==> src/rtl/vdma_pkg.sv <==
package vdma_pkg;

  typedef enum logic [1:0] {
    VD_IDLE  = 2'd0,
    VD_COPY  = 2'd1,
    VD_DRAIN = 2'd2
  } vd_state_e;

  localparam logic [7:0] VD_DONE_CODE = 8'hFF;

endpackage

==> src/rtl/vdma_cfg_regs.sv <==
module vdma_cfg_regs #(
  parameter int unsigned ADDR_W = 16,
  parameter logic [ADDR_W-1:0] SRC_MASK = '1,
  parameter logic [ADDR_W-1:0] DST_MASK = '1
) (
  input  logic              clk,
  input  logic              rst_n,
  input  logic              src_we,
  input  logic [ADDR_W-1:0] src_wdata,
  input  logic              dst_we,
  input  logic [ADDR_W-1:0] dst_wdata,
  output logic [ADDR_W-1:0] src_aligned,
  output logic [ADDR_W-1:0] dst_aligned
);

  logic [ADDR_W-1:0] src_q, src_d;
  logic [ADDR_W-1:0] dst_q, dst_d;

  always_comb begin
    src_d = src_wdata;
    dst_d = dst_wdata;
  end

  always_ff @(posedge clk or negedge rst_n) begin
    if (!rst_n) begin
      src_q <= '0;
    end else if (src_we) begin
      src_q <= src_d;
    end
  end

  always_ff @(posedge clk or negedge rst_n) begin
    if (!rst_n) begin
      dst_q <= '0;
    end else if (dst_we) begin
      dst_q <= dst_d;
    end
  end

  assign src_aligned = src_q & SRC_MASK;
  assign dst_aligned = dst_q & DST_MASK;


  src_load_chk: assert property (@(posedge clk) disable iff (!rst_n)
    src_we |=> (src_aligned == ($past(src_wdata) & SRC_MASK)));

endmodule

==> src/rtl/vdma_seq.sv <==
module vdma_seq
  import vdma_pkg::*;
#(
  parameter int unsigned ADDR_W    = 16,
  parameter int unsigned LEN_W     = 7,
  parameter int unsigned UNIT_LOG2 = 4,
  localparam int unsigned CTL_W    = LEN_W + 1,
  localparam int unsigned OFS_W    = LEN_W + UNIT_LOG2
) (
  input  logic              clk,
  input  logic              rst_n,
  input  logic              ctl_we,
  input  logic [CTL_W-1:0]  ctl_wdata,
  input  logic [ADDR_W-1:0] src_base,
  input  logic [ADDR_W-1:0] dst_base,
  output logic              rd_req,
  output logic [ADDR_W-1:0] rd_addr,
  output logic [ADDR_W-1:0] dst_cur,
  output logic              busy,
  output logic [CTL_W-1:0]  status
);

  vd_state_e         state_q, state_d;
  logic [OFS_W-1:0]  cnt_q, cnt_d;
  logic              cnt_en;
  logic [OFS_W-1:0]  last_q, last_d;
  logic [ADDR_W-1:0] src_q, dst_q;
  logic              load;
  logic [CTL_W-1:0]  status_q, status_d;
  logic              status_en;
  logic              start;

  assign start = ctl_we && (state_q == VD_IDLE);

  always_comb begin
    state_d   = state_q;
    cnt_d     = cnt_q;
    cnt_en    = 1'b0;
    load      = 1'b0;
    status_d  = status_q;
    status_en = 1'b0;
    last_d    = {ctl_wdata[LEN_W-1:0], {UNIT_LOG2{1'b1}}};
    unique case (state_q)
      VD_IDLE: begin
        if (start) begin
          state_d   = VD_COPY;
          cnt_d     = '0;
          cnt_en    = 1'b1;
          load      = 1'b1;
          status_d  = ctl_wdata;
          status_en = 1'b1;
        end
      end
      VD_COPY: begin
        cnt_d  = cnt_q + 1'b1;
        cnt_en = 1'b1;
        if (cnt_q == last_q) begin
          state_d = VD_DRAIN;
        end
      end
      VD_DRAIN: begin
        state_d   = VD_IDLE;
        status_d  = CTL_W'(VD_DONE_CODE);
        status_en = 1'b1;
      end
      default: begin
        state_d = VD_IDLE;
      end
    endcase
  end

  always_ff @(posedge clk or negedge rst_n) begin
    if (!rst_n) begin
      state_q <= VD_IDLE;
    end else begin
      state_q <= state_d;
    end
  end

  always_ff @(posedge clk or negedge rst_n) begin
    if (!rst_n) begin
      cnt_q <= '0;
    end else if (cnt_en) begin
      cnt_q <= cnt_d;
    end
  end

  always_ff @(posedge clk or negedge rst_n) begin
    if (!rst_n) begin
      last_q <= '0;
      src_q  <= '0;
      dst_q  <= '0;
    end else if (load) begin
      last_q <= last_d;
      src_q  <= src_base;
      dst_q  <= dst_base;
    end
  end

  always_ff @(posedge clk or negedge rst_n) begin
    if (!rst_n) begin
      status_q <= CTL_W'(VD_DONE_CODE);
    end else if (status_en) begin
      status_q <= status_d;
    end
  end

  assign rd_req  = (state_q == VD_COPY);
  assign rd_addr = src_q + ADDR_W'(cnt_q);
  assign dst_cur = dst_q + ADDR_W'(cnt_q);
  assign busy    = (state_q != VD_IDLE);
  assign status  = status_q;


  rd_step_chk: assert property (@(posedge clk) disable iff (!rst_n)
    (rd_req && $past(rd_req)) |-> (rd_addr == $past(rd_addr) + 1'b1));


  rd_first_align_chk: assert property (@(posedge clk) disable iff (!rst_n)
    (rd_req && !$past(rd_req)) |-> (rd_addr[UNIT_LOG2-1:0] == '0));


  done_code_chk: assert property (@(posedge clk) disable iff (!rst_n)
    $fell(busy) |-> (status == CTL_W'(VD_DONE_CODE)));


  busy_ctl_ignored_chk: assert property (@(posedge clk) disable iff (!rst_n)
    (ctl_we && rd_req) |=> (busy && (status == $past(status))));

endmodule

==> src/rtl/vdma_wr_stage.sv <==
module vdma_wr_stage #(
  parameter int unsigned ADDR_W = 16,
  parameter int unsigned DATA_W = 8,
  parameter logic [ADDR_W-1:0] VRAM_BASE = 16'h8000,
  parameter int unsigned VRAM_SPAN = 8192
) (
  input  logic              clk,
  input  logic              rst_n,
  input  logic              issue,
  input  logic [ADDR_W-1:0] issue_dst,
  input  logic [DATA_W-1:0] rd_data,
  output logic              vram_we,
  output logic [ADDR_W-1:0] vram_addr,
  output logic [DATA_W-1:0] vram_wdata
);

  localparam logic [ADDR_W:0] VRAM_END = {1'b0, VRAM_BASE} + (ADDR_W+1)'(VRAM_SPAN);

  logic              vld_q, vld_d;
  logic [ADDR_W-1:0] ofs_q, ofs_d;

  always_comb begin
    vld_d = issue;
    ofs_d = issue_dst;
  end

  always_ff @(posedge clk or negedge rst_n) begin
    if (!rst_n) begin
      vld_q <= 1'b0;
    end else begin
      vld_q <= vld_d;
    end
  end

  always_ff @(posedge clk or negedge rst_n) begin
    if (!rst_n) begin
      ofs_q <= '0;
    end else if (issue) begin
      ofs_q <= ofs_d;
    end
  end

  assign vram_we    = vld_q;
  assign vram_addr  = VRAM_BASE + ofs_q;
  assign vram_wdata = rd_data;


  vram_window_chk: assert property (@(posedge clk) disable iff (!rst_n)
    vram_we |-> (({1'b0, vram_addr} >= {1'b0, VRAM_BASE}) &&
                 ({1'b0, vram_addr} < VRAM_END)));


  write_follows_read_chk: assert property (@(posedge clk) disable iff (!rst_n)
    vram_we |-> $past(issue));

endmodule

==> src/rtl/vram_block_dma.sv <==
module vram_block_dma #(
  parameter int unsigned ADDR_W    = 16,
  parameter int unsigned DATA_W    = 8,
  parameter int unsigned LEN_W     = 7,
  parameter int unsigned UNIT_LOG2 = 4,
  parameter logic [ADDR_W-1:0] VRAM_BASE = 16'h8000,
  parameter logic [ADDR_W-1:0] DST_WINDOW = 16'h0FF0,
  parameter int unsigned VRAM_SPAN = 8192,
  localparam int unsigned CTL_W = LEN_W + 1
) (
  input  logic              clk,
  input  logic              rst_n,
  input  logic              src_we,
  input  logic [ADDR_W-1:0] src_wdata,
  input  logic              dst_we,
  input  logic [ADDR_W-1:0] dst_wdata,
  input  logic              ctl_we,
  input  logic [CTL_W-1:0]  ctl_wdata,
  output logic [CTL_W-1:0]  ctl_rdata,
  output logic              rd_req,
  output logic [ADDR_W-1:0] rd_addr,
  input  logic [DATA_W-1:0] rd_data,
  output logic              vram_we,
  output logic [ADDR_W-1:0] vram_addr,
  output logic [DATA_W-1:0] vram_wdata,
  output logic              busy
);

  localparam logic [ADDR_W-1:0] SRC_MASK = ~ADDR_W'((1 << UNIT_LOG2) - 1);
  localparam logic [ADDR_W-1:0] DST_MASK = DST_WINDOW & SRC_MASK;

  logic rst_meta_q, rst_sync_q;

  always_ff @(posedge clk or negedge rst_n) begin
    if (!rst_n) begin
      rst_meta_q <= 1'b0;
      rst_sync_q <= 1'b0;
    end else begin
      rst_meta_q <= 1'b1;
      rst_sync_q <= rst_meta_q;
    end
  end

  logic [ADDR_W-1:0] src_base, dst_base, dst_cur;

  vdma_cfg_regs #(
    .ADDR_W  (ADDR_W),
    .SRC_MASK(SRC_MASK),
    .DST_MASK(DST_MASK)
  ) u_cfg (
    .clk        (clk),
    .rst_n      (rst_sync_q),
    .src_we     (src_we),
    .src_wdata  (src_wdata),
    .dst_we     (dst_we),
    .dst_wdata  (dst_wdata),
    .src_aligned(src_base),
    .dst_aligned(dst_base)
  );

  vdma_seq #(
    .ADDR_W   (ADDR_W),
    .LEN_W    (LEN_W),
    .UNIT_LOG2(UNIT_LOG2)
  ) u_seq (
    .clk      (clk),
    .rst_n    (rst_sync_q),
    .ctl_we   (ctl_we),
    .ctl_wdata(ctl_wdata),
    .src_base (src_base),
    .dst_base (dst_base),
    .rd_req   (rd_req),
    .rd_addr  (rd_addr),
    .dst_cur  (dst_cur),
    .busy     (busy),
    .status   (ctl_rdata)
  );

  vdma_wr_stage #(
    .ADDR_W   (ADDR_W),
    .DATA_W   (DATA_W),
    .VRAM_BASE(VRAM_BASE),
    .VRAM_SPAN(VRAM_SPAN)
  ) u_wr (
    .clk       (clk),
    .rst_n     (rst_sync_q),
    .issue     (rd_req),
    .issue_dst (dst_cur),
    .rd_data   (rd_data),
    .vram_we   (vram_we),
    .vram_addr (vram_addr),
    .vram_wdata(vram_wdata)
  );

endmodule

==> config.mk <==
export PLATFORM = sky130hd
export DESIGN_NAME = vram_block_dma
export DESIGN_NICKNAME = d
export VERILOG_FILES = /design/src/rtl/vdma_pkg.sv /design/src/rtl/vdma_cfg_regs.sv /design/src/rtl/vdma_seq.sv /design/src/rtl/vdma_wr_stage.sv /design/src/rtl/vram_block_dma.sv
export SDC_FILE = /design/constraint.sdc
export NUM_CORES = 1
export LEC_CHECK = 0
export ABC_AREA = 1
export BUFFER_PORTS_ARGS = -buffer_cell sky130_fd_sc_hd__buf_2
export CAP_MARGIN = 20
export CORE_MARGIN = 2
export CORE_UTILIZATION = 40
export DETAILED_ROUTE_END_ITERATION = 7
export MAX_ROUTING_LAYER = met4
export PLACE_DENSITY_LB_ADDON = 0.1
export SLEW_MARGIN = 20
export SYNTH_ARGS = -nofsm -noshare
export SYNTH_HDL_FRONTEND = slang
export SYNTH_SLANG_ARGS = --single-unit
export TNS_END_PERCENT = 20
==> constraint.sdc <==
create_clock -name clk -period 2.8 [get_ports clk]
set_input_delay 0.14 -clock clk [delete_from_list [all_inputs] [get_ports clk]]
set_output_delay 0.14 -clock clk [all_outputs]
set_load 0.01 [all_outputs]
==> flow_metrics.tcl, run 1 <==
set metrics [dict create \
    outcome "finished, final reports clean" \
    netlist_area_um2 4364 \
    synth_edf_count 0 \
    viasPerCell 4.647 \
    syn_to_final_growth_pct 18.89 \
    grt_pass1_vias 3365 \
    period_needed_ps 2424 \
    synthArstFlopShare_pct 100.0 \
    fp-row-count 38 \
    setup_tns_ps 0 \
    crit_chain "ha_1 -> inv_1 -> fa_1 -> inv_1 -> nand3_1 -> nand3_1 -> nand2_1 -> nand2_1 -> nand2_1 -> nand2_1 -> buf_2" \
    dpl.hpwl_mm 6.618 \
    firstDrtPassIters 4 \
    synthCells 512 \
    die_h_um 108.5 \
    cts_tree "built" \
    power_leakage_nw 2.677 \
    start_util_pct 40.61 \
    vias 3434 \
    crit_slowest_cell "dfrtp_1" \
    synth_cell_types 37 \
    clkLatencyLatePin_ps 370 \
    cp.arrival_ps 2280 \
    cts.sinks 85 \
    clk_pin_slew_ps 90 \
    tightest_slew_ps 650.4 \
    peakVddDrop_mv 0.7165 \
    htreeDepth 3 \
    clock_path_buffers 2 \
    synth_warnings 0 \
    io_buffers 72 \
    grt_pass1_wl_mm 16.20 \
    drv_cap 0 \
    crit_buf_inv 3 \
    crit_top_cell "nand2_1" \
    rrSetupSlack_ps 970 \
    grt_overflow 0 \
    synth_seq_cells 85 \
    fmax_ghz 0.4125 \
    fin_skew_ps 8.564 \
    critical-path-top-delay-family "adder cells" \
    drt-initial-drc-count 128 \
    hold_viol 0 \
    setup_viol 0 \
    core_um2 10750 \
    drc 0 \
    drtAntennaViolNets 0 \
    routed_wl_mm 9.418 \
    whs_ps 10.21 \
    mostFrequentLayoutCells "164 x nand2_1, 76 x dfrtp_1, 72 x buf_2" \
    die_w_um 108.5 \
    antenna_cells 0 \
    critical_path_class "flip-flop to output pin" \
    grt_max_degree 52 \
    post_cts_buffers 0 \
    ys_top_cells_by_area "dfrtp_1 44%, nand2_1 14%, dfstp_2 4.8%" \
    ios 104 \
    drive_gt1_share_pct 20.53 \
    avgSynthCellArea_um2 8.524 \
    maxSlewViolCount 0 \
    cts_made_buffers 9 \
    synthFlopType "dfrtp_1" \
    hold_class "input pin to flip-flop" \
    synth_top_area_share_pct 44.15 \
    grt_antenna_before_repair 0 \
    synth_top_cell_by_area "dfrtp_1" \
    place_congestion 0.8629 \
    p_per_area_nw_per_um2 1212 \
    crit_path_max_fanout 5 \
    worst_path_largest_cell_delay_ps 510 \
    rsz0062_at_grt "no" \
    critPathLaunchType "flip-flop" \
    dieArea_um2 11760 \
    gr-usage-all-layers_pct 18.49 \
    nets 664 \
    final_common_cell "nand2_1" \
    critPathRequiredTime_ps 2660 \
    cts-root-buf "clkbuf_8" \
    cp-end-kind "output pin" \
    relSlewSlack_pct 56.64 \
    wire_per_inst_um 12.74 \
    fin_crit_sh_pct 86.57 \
    cts_resized 0 \
    ys_seq_area_share_pct 48.97 \
]
-- cell usage after synthesis (4+ instances only) --
master	count
nor2_1	23
inv_2	5
o21ai_0	37
nand4_1	5
buf_2	5
xnor2_1	7
nand2_1	164
dfstp_2	8
a21oi_1	11
mux2_2	6
nand3_1	24
dfrtp_1	77
buf_6	4
inv_1	46
xor2_1	5
nand3b_1	11
ha_1	15
o21ai_1	16
buf_4	18
-- worst paths after layout --
kind                                            start  depth (start not counted)                          end
setup / recovery           u_seq.cnt_q[4]$_DFFE_PN0P_                         11                  rd_addr[12]
max in group asynchronous        rst_sync_q$_DFF_PN0_                          1    u_wr.ofs_q[6]$_DFFE_PN0P_
hold / removal                           ctl_wdata[1]                          3  u_seq.last_q[5]$_DFFE_PN0P_
setup reg to reg           u_seq.cnt_q[4]$_DFFE_PN0P_                         10   u_wr.ofs_q[12]$_DFFE_PN0P_
min in group asynchronous                       rst_n                          2         rst_sync_q$_DFF_PN0_
hold reg to reg                  rst_sync_q$_DFF_PN0_                          0   u_seq.src_q[4]$_DFFE_PN0P_
-- through the flow --
stage	power, W	area (µm²)	util (%)	worst slack [ps]	cells
finish	0.006290	5189	48.29	375.9	739
global route	0.006935	5189	48.29	169.6	739
CTS	0.006364	5189	48.29	347.1	739
detailed placement	0.005249	4721	43.93	764.1	700
global placement	0.005203	4721	43.93	793.0	700
floorplan	0.004357	4372	-	271.2	514
-- where the power goes --
group | switching (W) | leakage [nW] | internal (W)
sequential | 0.000427 | 0.991 | 0.00176
combinational | 0.00179 | 1.56 | 0.00126
clock | 0.000461 | 0.123 | 0.000589
total | 0.00268 | 2.68 | 0.00361
-- flip-flops by register name (all words and copies together), names as in the netlist --
register	count
u_wr.ofs_q	13
u_cfg.src_q	12
u_seq.src_q	12
u_seq.cnt_q	11
u_cfg.dst_q	8
u_seq.dst_q	8
u_seq.last_q	8
u_seq.status	8
u_seq.state_q	2
rst_meta_q	1
rst_sync_q	1
u_wr.vram_we	1
-- layout make-up --
| type | count | area, µm² |
|---|---|---|
| clock buffer | 9 | 123.9 |
| fill | 1082 | 5557 |
| inverter | 52 | 197.7 |
| tap | 140 | 175.2 |
| timing repair buffer | 98 | 613.1 |
| sequential | 85 | 2141 |
| clock inverter | 7 | 113.9 |
| multi-input combinational | 348 | 1824 |
-- routing by layer --
metal / global-route usage [%] / wire length [µm] / up-vias
li1: - / - / 1777
met1: 23.56 / 4492 / 1579
met2: 28.88 / 4412 / 64
met3: 3.677 / 345 / 14
met4: 7.509 / 167 / 0
met5: - / 0 / -
-- worst min-delay path: cells and delay by family --
kind	cells	cell delay (ps)
AND/OR/NAND/NOR	2	120
buffers and inverters	1	80
-- cell families after synthesis --
family	count (synthesis)	share of synthesized area, %
AO/OA/AOI/OAI	67	7.884
XOR/XNOR	12	2.408
adder cells (fa/ha/maj)	17	5.218
buffers and inverters	81	9.404
flip-flops	85	48.97
multiplexers	6	1.548
other	2	0.1721
AND/OR/NAND/NOR	242	24.40
-- repair_timing --
item,CTS,global route
endpoints found under the hold margin,25,0
setup endpoints to repair,0,0
hold buffers,23,0
Note: power is estimated with default switching activity, not from simulation.
==> run 2: changes to the inputs <==
Settings changed: CTS_BUF_LIST from default to sky130_fd_sc_hd__clkbuf_8, SYNTH_HIERARCHICAL from default to 1.
==> flow_metrics.tcl, run 2 <==
set metrics [dict create \
    grt_pass1_wl_mm 22.18 \
    crit_chain "ha_1 -> fa_1 -> nand2_1 -> nand2_1 -> nand3_1 -> nand2_1 -> nand2_1 -> nand2_1 -> nand2_1 -> nand2_1 -> buf_2" \
    netlist_area_um2 5818 \
    wire_per_inst_um 12.11 \
    peakVddDrop_mv 0.5041 \
    die_h_um 124.6 \
    outcome "finished, final reports clean" \
    whs_ps 29.30 \
    grt.busiest_layer "met2" \
    grt_pass1_vias 4840 \
    grt_overflow 0 \
    cts_tree "built" \
    internal-power_w 0.003877 \
    cp-end-kind "output pin" \
    synth_warnings 6 \
    ys_seq_area_share_pct 43.18 \
    p_per_area_nw_per_um2 1030 \
    vias 4798 \
    synth_seq_cells 100 \
    synthFlopType "dfrtp_1" \
    core_um2 14370 \
    ios 104 \
    tightest_slew_ps 587.0 \
    io_buffers 75 \
    cts.sinks 100 \
    drtAntennaViolNets 0 \
    grt_antenna_before_repair 0 \
    clk_pin_slew_ps 90 \
    clock_path_buffers 2 \
    synth_top_cell_by_area "dfrtp_1" \
    reg.largest.list "u_seq/dst_q (16), u_seq/src_q (16), u_wr/ofs_q (16)" \
    die_w_um 124.6 \
    gr-usage-all-layers_pct 18.08 \
    ys_top_cells_by_area "dfrtp_1 40%, nand2_1 23%, ha_1 4.9%" \
    synth_top_area_share_pct 39.57 \
    critPathLaunchType "flip-flop" \
    fin_skew_ps 10.98 \
    synthArstFlopShare_pct 100.0 \
    swShare_pct 43.24 \
    setup_viol 0 \
    cp.arrival_ps 2380 \
    synth_cell_types 29 \
    dieArea_um2 15530 \
    antenna_cells 0 \
    p_sw_w 0.002954 \
    grt_max_degree 99 \
    dpl.hpwl_mm 9.358 \
    period_needed_ps 2517 \
    fp-row-count 44 \
    relSlewSlack_pct 60.73 \
    htreeDepth 3 \
    routed_wl_mm 12.80 \
    cts-root-buf "clkbuf_8" \
    mostFrequentLayoutCells "364 x nand2_1, 91 x dfrtp_1, 77 x inv_1" \
    yosysMostFrequentCell "nand2_1" \
    critical_path_class "flip-flop to output pin" \
    power_frac_seq_pct 36.8 \
    crit_slowest_cell "dfrtp_1" \
    firstDrtPassIters 6 \
    met1_usage_pct 20.77 \
    fmax_ghz 0.3974 \
    final_common_cell "nand2_1" \
    hold_class "input pin to flip-flop" \
    clkLatencyLatePin_ps 380 \
    place_congestion 0.9357 \
    syn_to_final_growth_pct 13.96 \
    fin_util_pct 46.14 \
    viasPerCell 4.539 \
    critPathRequiredTime_ps 2660 \
    worst_path_largest_cell_delay_ps 520 \
    clkPwrFrac_pct 14.8 \
    avgSynthCellArea_um2 7.374 \
    start_util_pct 40.49 \
    placed_cell_area_um2 6132 \
    crit_path_max_fanout 9 \
    drt-initial-drc-count 213 \
    rsz0062_at_grt "no" \
    synth_commonest_cells "364 x nand2_1, 92 x dfrtp_1, 75 x inv_1" \
    fin_crit_sh_pct 89.88 \
    final_cell_area_um2 6630 \
    maxSlewViolCount 0 \
    drc 0 \
    grt_use_met3_pct 4.081 \
    drv_cap 0 \
    setup_tns_ps 0 \
    crit_top_cell "nand2_1" \
    nets 946 \
    use_met2_pct 31.21 \
    power_leakage_nw 3.772 \
    hold_viol 0 \
    synth_edf_count 0 \
    cts_made_buffers 9 \
    synthCells 789 \
    drive_gt1_share_pct 13.86 \
    comb_power_share_pct 48.4 \
]
## run 2: cell count changes after synthesis, sizes merged, moves of 5 or more
cell and change:
nand2 +204, inv +30, o21ai -28, buf +23, dfrtp +15, nor2 +13, a21oi +11, ha +8
xor2 +8, nand3 +7, mux2 -6, nand3b -5, nor3 +5
## run 2: layout make-up
type,count,area [µm²]
inverter,82,312.8
timing repair buffer,107,698.2
tap,184,230.2
fill,1466,7739
clock inverter,6,80.08
multi-input combinational,568,2655
sequential,100,2516
clock buffer,10,137.6
## run 2: timing repair
action,4_1_cts,5_1_grt
hold buffers,28,0
endpoints found under the hold margin,32,0
resized for setup,0,0
buffers inserted,0,0
## run 2: through the flow
stage                     worst slack, ps  power, W  instances
after global routing                118.9  0.007566       1057
after CTS                           265.5  0.006935       1057
after global placement              720.1  0.005785       1013
final                               283.5  0.006831       1057
after detailed placement            703.7  0.005845       1013
after floorplan                      1036  0.004974        800
## run 2: final timing paths
check	cells past startpoint	end	startpoint	slack, ps
min	3	u_seq/last_q[9]$_DFFE_PN0P_	ctl_wdata[5]	30
min in group asynchronous	2	rst_sync_q$_DFF_PN0_	rst_n	60
max in group asynchronous	1	u_seq/src_q[3]$_DFFE_PN0P_	rst_sync_q$_DFF_PN0_	2010
max reg2reg	12	u_wr/ofs_q[14]$_DFFE_PN0P_	u_seq/cnt_q[0]$_DFFE_PN0P_	830
min reg2reg	0	rst_sync_q$_DFF_PN0_	rst_meta_q$_DFF_PN0_	360
max	11	rd_addr[14]	u_seq/cnt_q[0]$_DFFE_PN0P_	280
## run 2: metal layers
metal	routed length, µm	vias to the layer above
met2	6407	76
met1	5679	2160
li1	-	2537
met4	303	0
met3	406	25
met5	0	-
## run 2: logic make-up (layout without fill, tap and decap cells)
family | after synthesis | in the layout | share of synthesized area [%]
fa+ha+maj | 25 | 25 | 5.635
other cells | 2 | 13 | 0.1291
xor+xnor | 19 | 19 | 2.860
flops | 100 | 100 | 43.18
buf+inv | 132 | 205 | 11.89
simple gates | 463 | 463 | 32.11
compound gates | 48 | 48 | 4.194
## run 2: power groups by stage
stage          sequential, W  clock, W  combinational [W]
5_1_grt              0.00260   0.00113            0.00384
3_5_place_dp         0.00254         0            0.00330
4_1_cts              0.00252   0.00107            0.00335
3_3_place_gp         0.00253         0            0.00326
2_1_floorplan        0.00244         0            0.00254
6_report             0.00251   0.00101            0.00330
## run 2: worst max-delay path, delay by kind of cell, from the launching register on
family	cells	cell delay, ps
buffers and inverters	1	140
adders and majority gates	2	680
and+or+nand+nor	8	670
DFF	1	520
==> run 3: changes to the inputs <==
Settings changed: CORE_UTILIZATION 40 to 41, SETUP_SLACK_MARGIN from default to 0.5.
==> flow_metrics.tcl, run 3 (synthesis gave the netlist of run 2 again) <==
set metrics [dict create \
    outcome "finished, final reports clean" \
    use_met2_pct 28.06 \
    hold_viol 0 \
    firstDrtPassIters 5 \
    drtAntennaViolNets 0 \
    cts_made_buffers 9 \
    reg.largest.list "u_seq/dst_q (16), u_seq/src_q (16), u_wr/ofs_q (16)" \
    crit_path_max_fanout 3 \
    drc 0 \
    setup_tns_ps 0 \
    reg2reg_from "u_seq/cnt_q[0]$_DFFE_PN0P_" \
    relSlewSlack_pct 52.46 \
    ios 104 \
    fp-row-count 43 \
    fin_ws_ps 595.7 \
    swShare_pct 43.52 \
    met1_usage_pct 26.51 \
    p_sw_w 0.003055 \
    crit_chain "ha_4 -> fa_2 -> nand2_2 -> nand2_2 -> nand3_2 -> nand2_4 -> nand2_2 -> nand2_1 -> nand2_1 -> nand2_1 -> buf_2" \
    cts.sinks 100 \
    power_leakage_nw 3.775 \
    place_congestion 0.9010 \
    crit_buf_inv 1 \
    viasPerCell 4.500 \
    dieArea_um2 15160 \
    fin_util_pct 49.01 \
    fmax_ghz 0.4537 \
    peakVddDrop_mv 0.4604 \
    wire_per_inst_um 12.01 \
    cts_tree "built" \
    routed_wl_mm 12.72 \
    power_frac_seq_pct 36.5 \
    gr-usage-all-layers_pct 18.90 \
    core_um2 13880 \
    grt_use_met3_pct 2.860 \
    period_needed_ps 2204 \
    fin_skew_ps 6.045 \
    final_common_cell "nand2_1" \
    critical_path_class "flip-flop to output pin" \
    grt_pass1_vias 4565 \
    grt_antenna_before_repair 0 \
    fillers 1384 \
    drive_gt1_share_pct 17.63 \
    cts-root-buf "clkbuf_8" \
    grt_overflow 0 \
    start_util_pct 41.91 \
    grt_pass1_wl_mm 21.76 \
    worst_path_largest_cell_delay_ps 450 \
    io_buffers 75 \
    hp-start "ctl_wdata[5]" \
    cp.arrival_ps 2060 \
    fin_crit_sh_pct 78.72 \
    clkPwrFrac_pct 12.2 \
    dp_slack_ps 684.5 \
    startpoint "u_seq/cnt_q[0]$_DFFE_PN0P_" \
    internal-power_w 0.003964 \
    drt-initial-drc-count 193 \
    p_per_area_nw_per_um2 1032 \
    mostFrequentLayoutCells "360 x nand2_1, 82 x dfrtp_1, 78 x inv_1" \
    critical-path-top-delay-family "adder cells" \
    nets 952 \
    rsz0062_at_grt "yes" \
    vias 4766 \
    htreeDepth 3 \
    clkLatencyLatePin_ps 370 \
    antenna_cells 0 \
    maxSlewViolCount 0 \
    syn_to_final_growth_pct 16.92 \
    seqCellArea_um2 2527 \
    die_w_um 123.1 \
    multi_input_area_um2 2803 \
    clk_pin_slew_ps 90 \
    die_h_um 123.1 \
    cp-end-kind "output pin" \
    drv_cap 0 \
    hold_class "input pin to flip-flop" \
    grt_max_degree 53 \
    grt.busiest_layer "met2" \
    tightest_slew_ps 713.0 \
    clock_path_buffers 2 \
    critPathRequiredTime_ps 2660 \
    setup_viol 0 \
    dpl.hpwl_mm 9.166 \
    crit_slowest_cell "dfrtp_2" \
    comb_power_share_pct 51.3 \
    critPathLaunchType "flip-flop" \
]
==> run 3: changes by cell type in the layout (fill, tap and decap cells not counted), moves of 3 or more <==
cell     before  now
nand2_2       6    9
ha_1         23   14
buf_4         3    9
dfrtp_2       0    9
dfrtp_1      91   82
ha_4          0    9
nand2_1     364  360
==> run 3: cell type report <==
cell class	count	area share, %
well taps	180	3.311
flip-flops and latches	100	37.15
clock buffers	12	2.428
clock inverters	4	0.2391
multi-input cells	568	41.20
inverters	82	4.598
repair buffers	113	11.07
==> run 3: power by group through the flow <==
stage	Sequential (W)	Clock [W]	Combinational, W
floorplan	0.00244	0	0.00254
global placement	0.00256	0	0.00326
detailed placement	0.00257	0	0.00330
CTS	0.00253	0.000912	0.00338
global route	0.00265	0.000968	0.00416
finish	0.00256	0.000857	0.00360
==> run 3: repair_timing <==
action,4_1_cts,5_1_grt
setup endpoints to repair,9,11
resized for setup,3,28
hold endpoints to repair,32,0
buffers inserted,1,7
hold buffers,27,0
pin swaps,0,5
==> run 3: path summary, 6_finish.rpt <==
path / to / slack (ps) / depth (start not counted)
max: rd_addr[14] / 600 / 11
min reg2reg: rst_sync_q$_DFF_PN0_ / 360 / 0
max in group asynchronous: u_seq/cnt_q[1]$_DFFE_PN0P_ / 1700 / 1
min: u_seq/last_q[9]$_DFFE_PN0P_ / 30 / 3
max reg2reg: u_wr/ofs_q[8]$_DFFE_PN0P_ / 730 / 9
min in group asynchronous: rst_sync_q$_DFF_PN0_ / 70 / 2
==> run 3: worst min-delay path, delay by kind of cell <==
kind	cells	cell delay (ps)
buffers and inverters	1	80
AO/OA/AOI/OAI	1	80
AND/OR/NAND/NOR	1	70
==> run 3: stage by stage <==
stage	power [W]	cell area, µm²	instances	hold slack (ps)
after floorplan	0.004974	5861	800	-155.6
after CTS	0.006828	6598	1052	5.127
after global placement	0.005820	6132	1008	-74.94
final	0.007019	6803	1059	32.75
after global routing	0.007777	6803	1059	40.96
after detailed placement	0.005869	6132	1008	-73.30
==> run 3: per-layer routing <==
layer  wire [µm]  part of all wire [%]  vias up
met4         185                   1.5        0
met2        5454                    43       92
li1            -                     -     2554
met5           0                     0        -
met1        6627                    52     2105
met3         454                   3.6       15
